File: src/rtl/nse_pkg.sv
package nse_pkg;
  localparam int THR_FRAC = 8;

  typedef enum logic [0:0] {SQ_IDLE = 1'b0, SQ_RUN = 1'b1} sq_state_e;

  // fixed-point reciprocal floor(2^frac / n), evaluated at elaboration
  function automatic longint unsigned recip_q(input longint unsigned n, input int frac);
    return (64'd1 << frac) / n;
  endfunction
endpackage

File: src/rtl/nse_blk_accum.sv
module nse_blk_accum #(
  parameter int W  = 12,
  parameter int PW = 28
) (
  input  logic                clk,
  input  logic                rst_n,
  input  logic                samp_valid,
  input  logic signed [W-1:0] samp,
  input  logic                blk_end,
  output logic [PW-1:0]       blk_sum
);
  logic signed [2*W-1:0] prod;
  logic [2*W-1:0]        sq_u;
  logic [PW-1:0]         acc_q;

  always_comb begin
    prod    = samp * samp;
    sq_u    = samp_valid ? prod : '0;
    blk_sum = acc_q + PW'(sq_u);
  end

  always_ff @(posedge clk) begin
    if (!rst_n)       acc_q <= '0;
    else if (blk_end) acc_q <= '0;
    else              acc_q <= blk_sum;
  end

  // inside a block the running energy never decreases (no wrap)
  a_r2_no_wrap: assert property (@(posedge clk) disable iff (!rst_n)
    !blk_end |=> (acc_q >= $past(acc_q)));
endmodule

File: src/rtl/nse_ring.sv
module nse_ring #(
  parameter int PW = 28,
  parameter int R  = 4,
  parameter int EW = 30
) (
  input  logic          clk,
  input  logic          rst_n,
  input  logic          seed_all,
  input  logic          wr_en,
  input  logic [PW-1:0] din,
  output logic [EW-1:0] energy
);
  localparam int IW = (R > 1) ? $clog2(R) : 1;

  logic [PW-1:0] slot_q [R];
  logic [IW-1:0] ptr_q;

  for (genvar gi = 0; gi < R; gi++) begin : g_slot
    always_ff @(posedge clk) begin
      if (!rst_n)                                  slot_q[gi] <= '0;
      else if (seed_all)                           slot_q[gi] <= din;
      else if (wr_en && (ptr_q == IW'(gi)))        slot_q[gi] <= din;
    end
  end

  always_ff @(posedge clk) begin
    if (!rst_n || seed_all) ptr_q <= '0;
    else if (wr_en)         ptr_q <= (ptr_q == IW'(R-1)) ? '0 : ptr_q + 1'b1;
  end

  always_comb begin
    energy = '0;
    for (int i = 0; i < R; i++) energy = energy + EW'(slot_q[i]);
  end

  // without a write the window energy holds
  a_r4_hold: assert property (@(posedge clk) disable iff (!rst_n)
    !(seed_all || wr_en) |=> $stable(energy));
  // seeding leaves every slot equal
  a_r3_seed: assert property (@(posedge clk) disable iff (!rst_n)
    seed_all |=> (slot_q[0] == slot_q[R-1]));
endmodule

File: src/rtl/nse_isqrt.sv
module nse_isqrt #(
  parameter int XW = 30
) (
  input  logic             clk,
  input  logic             rst_n,
  input  logic             start,
  input  logic [XW-1:0]    x,
  output logic [XW/2-1:0]  root_o,
  output logic             done
);
  import nse_pkg::*;
  localparam int RW = XW / 2;
  localparam int CW = $clog2(RW + 1);

  sq_state_e     st_q;
  logic [XW-1:0] op_q, x_q;
  logic [RW:0]   rem_q;
  logic [RW-1:0] root_q, res_q;
  logic [CW-1:0] cnt_q;
  logic [RW+2:0] rem_sh, trial, rem_nxt;
  logic          ge;
  logic [RW-1:0] root_nxt;

  always_comb begin
    rem_sh   = {rem_q, op_q[XW-1 -: 2]};
    trial    = {1'b0, root_q, 2'b01};
    ge       = (rem_sh >= trial);
    rem_nxt  = ge ? (rem_sh - trial) : rem_sh;
    root_nxt = {root_q[RW-2:0], ge};
  end

  always_ff @(posedge clk) begin
    if (!rst_n) begin
      st_q <= SQ_IDLE; op_q <= '0; x_q <= '0; rem_q <= '0;
      root_q <= '0; res_q <= '0; cnt_q <= '0; done <= 1'b0;
    end else if (start) begin
      st_q <= SQ_RUN; op_q <= x; x_q <= x; rem_q <= '0;
      root_q <= '0; cnt_q <= CW'(RW); done <= 1'b0;
    end else if (st_q == SQ_RUN) begin
      op_q   <= op_q << 2;
      rem_q  <= rem_nxt[RW:0];
      root_q <= root_nxt;
      cnt_q  <= cnt_q - 1'b1;
      done   <= (cnt_q == CW'(1));
      if (cnt_q == CW'(1)) begin
        res_q <= root_nxt;
        st_q  <= SQ_IDLE;
      end
    end else begin
      done <= 1'b0;
    end
  end

  assign root_o = res_q;

  logic [XW+1:0] res_w, sq_lo, sq_hi;
  always_comb begin
    res_w = (XW+2)'(res_q);
    sq_lo = res_w * res_w;
    sq_hi = (res_w + 1'b1) * (res_w + 1'b1);
  end

  // result is the floor square root of the operand
  a_r7_floor_root: assert property (@(posedge clk) disable iff (!rst_n)
    done |-> ((sq_lo <= (XW+2)'(x_q)) && (sq_hi > (XW+2)'(x_q))));
  // completion is a single-cycle pulse
  a_r7_pulse: assert property (@(posedge clk) disable iff (!rst_n)
    done |=> !done);
endmodule

File: src/rtl/noise_sigma_est.sv
module noise_sigma_est #(
  parameter int W       = 12,
  parameter int BLK_LEN = 16,
  parameter int R_SIG   = 4,
  parameter int FRAC    = 16,
  parameter int THR_Q8  = 998,
  localparam int PW = 2*W + $clog2(BLK_LEN),
  localparam int EW = PW + $clog2(R_SIG),
  localparam int VW = EW + (EW % 2),
  localparam int RW = VW / 2,
  localparam int KW = $clog2(THR_Q8 + 1),
  localparam int TW = RW + KW - nse_pkg::THR_FRAC
) (
  input  logic                clk,
  input  logic                rst_n,
  input  logic                samp_valid,
  input  logic signed [W-1:0] samp,
  input  logic                blk_end,
  input  logic                tune_en,
  input  logic                spike_flag,
  output logic [RW-1:0]       sigma,
  output logic [TW-1:0]       thresh,
  output logic                est_valid
);
  import nse_pkg::*;
  localparam longint unsigned RECIP = recip_q(BLK_LEN*R_SIG - 1, FRAC);
  localparam int SCW = EW + FRAC + 1;

  logic [PW-1:0] blk_sum;
  logic [EW-1:0] energy;
  logic [VW-1:0] var_w;
  logic          first_q, start_q, seed_all, commit;

  function automatic logic [VW-1:0] scale_var(input logic [EW-1:0] e);
    logic [SCW-1:0] p;
    p = SCW'(e) * SCW'(RECIP);
    return VW'(p >> FRAC);
  endfunction

  function automatic logic [TW-1:0] scale_thr(input logic [RW-1:0] s);
    logic [RW+KW-1:0] p;
    p = (RW+KW)'(s) * (RW+KW)'(THR_Q8);
    return TW'(p >> THR_FRAC);
  endfunction

  nse_blk_accum #(.W(W), .PW(PW)) u_acc (
    .clk(clk), .rst_n(rst_n), .samp_valid(samp_valid), .samp(samp),
    .blk_end(blk_end), .blk_sum(blk_sum));

  assign seed_all = blk_end && !first_q;
  assign commit   = blk_end && first_q && tune_en && !spike_flag;

  nse_ring #(.PW(PW), .R(R_SIG), .EW(EW)) u_ring (
    .clk(clk), .rst_n(rst_n), .seed_all(seed_all), .wr_en(commit),
    .din(blk_sum), .energy(energy));

  always_ff @(posedge clk) begin
    if (!rst_n) begin
      first_q <= 1'b0;
      start_q <= 1'b0;
    end else begin
      if (blk_end) first_q <= 1'b1;
      start_q <= blk_end;
    end
  end

  assign var_w = scale_var(energy);

  nse_isqrt #(.XW(VW)) u_sqrt (
    .clk(clk), .rst_n(rst_n), .start(start_q), .x(var_w),
    .root_o(sigma), .done(est_valid));

  assign thresh = scale_thr(sigma);

  // threshold lies between 3 and 4 times sigma
  a_r8_thr_range: assert property (@(posedge clk) disable iff (!rst_n)
    est_valid |-> ((TW+2)'(thresh) >= (TW+2)'(sigma) * 3) &&
                  ((TW+2)'(thresh) <= (TW+2)'(sigma) * 4));
  // an estimate follows a block end only after a start
  a_r7_after_start: assert property (@(posedge clk) disable iff (!rst_n)
    start_q |=> !est_valid);
endmodule

File: config.mk
export PLATFORM = sky130hd
export DESIGN_NAME = noise_sigma_est
export DESIGN_NICKNAME = d
export VERILOG_FILES = /design/src/rtl/nse_pkg.sv /design/src/rtl/nse_blk_accum.sv /design/src/rtl/nse_ring.sv /design/src/rtl/nse_isqrt.sv /design/src/rtl/noise_sigma_est.sv
export SDC_FILE = /design/constraint.sdc
export NUM_CORES = 1
export LEC_CHECK = 0
export CAP_MARGIN = 0
export CORE_ASPECT_RATIO = 0.5
export CORE_UTILIZATION = 45
export CTS_BUF_LIST = sky130_fd_sc_hd__clkbuf_8
export DETAILED_ROUTE_END_ITERATION = 10
export MAX_ROUTING_LAYER = met4
export PLACE_DENSITY = 0.63
export SYNTH_ARGS = -nofsm -noshare
export SYNTH_HDL_FRONTEND = slang
export SYNTH_SLANG_ARGS = --single-unit
File: constraint.sdc
create_clock -name clk -period 16.9 [get_ports clk]
set_input_delay 4.225 -clock clk [delete_from_list [all_inputs] [get_ports clk]]
set_output_delay 4.225 -clock clk [all_outputs]
set_load 0.05 [all_outputs]
# ---- Word level (Yosys, flattened, before mapping)
# Memories as Yosys holds them, arrays and structs flattened.
# Cells that the tools add are included.
dict set report totals {
  ff_bits 114
  latchBits 0
  mem_bits_rw 112
  romBits 0
  in_bits 18
  out_inout_bits 33
  mem_count 1
}
# memory words word_bits rd rd_clocked_by_memory_dff wr line
set mem_list {}
lappend mem_list {u_ring.slot_q 4 28 4 0 4 nse_ring.sv:15} ;# logic [PW-1:0] slot_q [R];
dict set report classes {
  add_sub_neg 7
  multipliers 3
  div 0
  magnitude_cmp 1
  n_eq_ne 4
  shift 0
  muxes 38
  bitwise_logic 11
  reduce_logical 18
}
# op count
set op_table {}
lappend op_table {{28-bit 2-to-1 mux} 8}
lappend op_table {{30-bit by 28-bit adder with 30-bit output} 2}
lappend op_table {{25-bit 2-to-1 mux} 2}
lappend op_table {{30-bit by 7-bit multiplier with 37-bit output, second input constant} 1}
lappend op_table {{28-bit by 28-bit adder with 29-bit output} 1}
lappend op_table {{28-bit by 24-bit adder with 28-bit output} 1}
lappend op_table {{12-bit by 12-bit multiplier with 24-bit output} 1}
lappend op_table {{15-bit by 9-bit multiplier with 24-bit output, second input constant} 1}
lappend op_table {{24-bit 2-to-1 mux} 1}
lappend op_table {{1-bit 2-to-1 mux} 23}
lappend op_table {{18-bit by 17-bit greater-or-equal comparator with 1-bit output} 1}
lappend op_table {{16-bit 2-to-1 mux} 1}
lappend op_table {{16-bit subtractor} 1}
lappend op_table {{1-bit logical AND} 8}
lappend op_table {{4-bit 2-to-1 mux} 2}
lappend op_table {{1-bit bitwise OR} 8}
lappend op_table {{2-bit equality test, second input constant} 2}
lappend op_table {{4-bit by 1-bit equality test with 1-bit output, second input constant} 1}
lappend op_table {{2-bit OR reduction} 2}
lappend op_table {{4-bit by 1-bit subtractor with 4-bit output, second input constant} 1}
lappend op_table {{1-bit logical NOT} 3}
lappend op_table {{1-bit inverter} 3}
lappend op_table {{3-bit AND reduction} 1}
lappend op_table {{3-bit OR reduction} 1}
lappend op_table {{6 further kinds} 6}

# ---- Logic depth before layout (Yosys ltp)
dict set report depth {
  word_depth 9
  depth_mapped 34
  mapped_depth_nobuf 34
}

# ---- Hierarchy
# A second synthesis with hierarchy kept.
dict set report unflattened {
  cells_unflattened 2514
  area_unflattened_um2 23113.4
}
# module n_inst cells_per_inst area_per_inst_um2 seq_area_each_um2
set modules_own_cells {}
lappend modules_own_cells {nse_ring 1 671 7449.6 3403.3}
lappend modules_own_cells {nse_blk_accum 1 828 7240.7 560.5}
lappend modules_own_cells {nse_isqrt 1 531 4215.3 1641.6}
lappend modules_own_cells {noise_sigma_est 1 484 4207.8 40.0}

# ---- Worst setup path after synthesis
# Ideal clock, no wire load.
dict set report synth_timing {
  path_kind {input port to flip-flop}
  startpoint {input port samp[11]}
  endpoint {memory u_ring.slot_q[1][16] (data pin)}
  setup_time_ns 0.290
  arrival_time_ns 10.529
  slack_ns 6.081
  stages 26
  cell_sequence {inv_1 > clkbuf_1 > nor2_1 > fa_1 > inv_1 > fa_1 > inv_1 > fa_1 > fa_1 > inv_1 > fa_1 > inv_1 > ha_1 > a2111oi_0 > nor2_1 > and2_1 > nor3b_1 > ha_1 > and3_1 > nand3_1 > nor3_1 > o21ai_0 > a21bo_2 > and4b_1 > a2111oi_0 > nor2_1}
}
# element line
set synth_lines {}
lappend synth_lines {{from (decl)} noise_sigma_est.sv:17} ;# input logic signed [W-1:0] samp,
lappend synth_lines {{to (decl)} nse_ring.sv:15}

==> summary.txt <==
Run status
  • Status: finished, final reports clean

Drt
  • DR vias: 16319
  • Detail-routed net length per standard cell: 14.4 µm
  • Remaining antenna violation count after routing: 0
  • Number of DRC violations after detailed routing: 0
  • DR vias/cell: 5.12
  • Initial DRC Count: 571
  • Routed wire length: 45900 µm
  • First-pass iteration count of the detailed router: 4

Hold path
  • Path type of the worst min-delay path: reg2reg

Final layout
  • Fraction of layout cells with a size suffix above 1: 0.0421
  • Nets: 2998
  • Fillers: 4618
  • Antenna Cells: 0
  • Synth-to-Final Area Change: 9.58%
  • Final design utilization: 0.505

GRT
  • GRT Residual Overflow: 0
  • Antenna violations before repair: 0
  • Vias in the first global route: 16422
  • Largest net degree at the start of global routing: 89
  • GR Util All Layers: 0.191
  • Met1 Usage GRT: 0.261
  • Busiest metal layer after global routing: met2
  • Met2 demand-to-capacity share in global routing: 0.306
  • Wire length of the first global-routing pass: 79500 µm
  • Met3 Usage GRT: 0.0241

Synthesis
  • Mean Syn Cell Area: 9.15 µm²
  • Most common library cells after synthesis: 400 x sky130_fd_sc_hd__inv_1, 288 x sky130_fd_sc_hd__nor2_1, 258 x sky130_fd_sc_hd__ha_1
  • Flip-flop and latch count after synthesis: 226
  • Most used flip-flop cell after synthesis: sky130_fd_sc_hd__dfxtp_1
  • Synthesized netlist net count: 2956
  • Distinct cells, synth: 68
  • Sequential fraction of the synthesis area: 0.250
  • Async SR Flop Fraction: 0
  • Post-synth top area cell: sky130_fd_sc_hd__fa_1
  • Number of enable flip-flop cells after synthesis: 112
  • Post-synth design cell area: 22600 µm²
  • Area fraction of the dominant cell type after synthesis: 0.188
  • Post-Synthesis Cells: 2468
  • Number of warning messages in the yosys log: 0
  • Most instantiated library cell after synthesis: sky130_fd_sc_hd__inv_1
  • Top post-synthesis cells by area: sky130_fd_sc_hd__fa_1 19%, sky130_fd_sc_hd__edfxtp_1 15%, sky130_fd_sc_hd__ha_1 14%

Placement
  • RePlAce Congestion: 0.911
  • Placed wire-length estimate: 36000 µm
  • Number of port buffers: 50
  • Worst slack after detailed placement: 4.70 ns

STA
  • Max_slew headroom: 0.301
  • Final worst-path cycle share: 0.689
  • Total negative setup slack: 0 ns
  • Max Transition Viols Final: 0
  • Final number of hold-violating endpoints: 0
  • Slack of the critical path: 5.26 ns
  • Final Setup Violations: 0
  • Unrepaired setup endpoints after global routing: false
  • Worst-margin pin slew: 1.04 ns
  • Setup skew after layout: 0.0206 ns
  • Maximum clock frequency: 85.9 MHz
  • Tmin final: 11.64 ns

Clocking
  • TritonCTS Sinks: 226
  • Root buf cell: sky130_fd_sc_hd__clkbuf_8
  • Insertion delay to the later sink of the worst-skew pair: 0.56 ns
  • Number of setup buffers added after CTS: 0
  • Post-cts gate resize count: 0
  • Post-cts hold buffer count: 0
  • TritonCTS Buffers: 39
  • Buffer levels on the longest clock path: 3
  • Clock-pin slew on the worst setup and hold paths: 0.07 ns
  • TritonCTS clock tree: done
  • Clock H-tree levels: 2

Floorplanning
  • DIE WIDTH: 319 µm
  • Die outline area: 51100 µm²
  • Std-Cell Core Area: 49000 µm²
  • Total I/O pin count: 51
  • Die Height: 160 µm
  • Core Rows: 57
  • Initial standard-cell utilization of the core: 0.461

Critical path
  • Crit Path Category: in2reg
  • Required time of the critical path: 17.17 ns
  • Worst setup EP type: flop
  • Startpoint type of the worst setup path: primary input
  • Data arrival time at the worst-slack endpoint: 11.91 ns
  • Worst Path Max Fanout: 16

Flow run
  • Number of maximum-capacitance constraint violations: 0
-- final timing paths --
kind | start | to | slack [ns] | cells past startpoint
max | samp[2] | u_ring.slot_q[1][26] | 5.26 | 26
min | u_sqrt.root_q[3] | u_sqrt.root_o[4] | 0.48 | 2
max reg2reg | u_ring.slot_q[1][0] | u_sqrt.op_q[23] | 8.79 | 28
min reg2reg | u_sqrt.root_q[3] | u_sqrt.root_o[4] | 0.48 | 2
-- layer usage --
metal,wire [µm],share of wire
met4,463,0.010
met3,1500,0.033
met1,23000,0.50
met2,20900,0.46
met5,0,0
-- placed cells by master, fill, tap and decap left out, drive strengths merged, types with 43 or more instances in the layout --
cell type and n:
inv 410, nor2 288, ha 258, fa 212, a21oi 148, nand2 146
dfxtp 114, edfxtp 112, xnor2 89, o21ai 88, and2 63, a21o 51
xor2 51, clkdlybuf4s50 50, mux2i 48, clkbuf 43
-- layout make-up --
type                       instances  area (µm²)  share of cell area
clock inverter                    28         345              0.0140
multi-input combinational       1782       15300               0.617
sequential                       226        5650               0.228
timing repair buffer              61         583              0.0236
clock buffer                      43         592              0.0239
inverter                         400        1500              0.0607
tap                              649         812              0.0328
-- state kept, by name, indices dropped and copies added (netlist names) --
| register | count |
|---|---|
| u_acc.acc_q | 28 |
| u_sqrt.root_q | 15 |
| u_sqrt.op_q | 30 |
| u_sqrt.root_o | 15 |
| u_sqrt.st_q | 1 |
| first_q | 1 |
| u_sqrt.rem_q | 16 |
| u_ring.ptr_q | 2 |
| start_q | 1 |
| u_ring.slot_q | 112 |
| u_sqrt.cnt_q | 4 |
| u_sqrt.done | 1 |
-- logic make-up (layout without fill, tap and decap cells) --
family,after synthesis,after routing,synth area share
and+or+nand+nor,663,663,0.135
adders and majority gates,470,470,0.331
buffers and inverters,460,532,0.0766
AOI/OAI and AO/OA,453,453,0.128
DFF,226,226,0.250
xor gates and xnor gates,140,140,0.0543
muxes,56,56,0.0253
-- worst max-delay path: stages --
cell                              delay, ns
sky130_fd_sc_hd__clkdlybuf4s50_1       0.85
sky130_fd_sc_hd__and2_1                0.24
sky130_fd_sc_hd__fa_1                  0.44
sky130_fd_sc_hd__ha_1                  0.33
sky130_fd_sc_hd__fa_1                  0.51
sky130_fd_sc_hd__inv_1                 0.05
sky130_fd_sc_hd__fa_1                  0.47
sky130_fd_sc_hd__fa_1                  0.55
sky130_fd_sc_hd__inv_1                 0.04
sky130_fd_sc_hd__ha_1                  0.32
sky130_fd_sc_hd__a21oi_1               0.23
sky130_fd_sc_hd__o21bai_1              0.13
sky130_fd_sc_hd__a2111oi_0             0.62
sky130_fd_sc_hd__o31ai_1               0.27
sky130_fd_sc_hd__o21a_1                0.22
sky130_fd_sc_hd__nor2_1                0.13
sky130_fd_sc_hd__xnor2_1               0.08
sky130_fd_sc_hd__and2_1                0.16
sky130_fd_sc_hd__ha_1                  0.36
sky130_fd_sc_hd__and4_1                0.28
sky130_fd_sc_hd__nand2b_1              0.16
sky130_fd_sc_hd__o22ai_1               0.27
sky130_fd_sc_hd__nor4_1                0.11
sky130_fd_sc_hd__o41ai_1               0.40
sky130_fd_sc_hd__xor2_1                0.35
sky130_fd_sc_hd__nor2_1                0.09
-- per-stage QoR --
stage	area (µm²)	hold WS [ns]	instances
finish	24700	0.484	3189
global route	24700	0.508	3189
CTS	24700	0.489	3189
detailed placement	23800	0.483	3118
global placement	23800	0.476	3118
floorplan	22600	0.457	2468
Power is not shown: default switching activity piles up to over one toggle a cycle in this logic, so the estimate is an artifact.
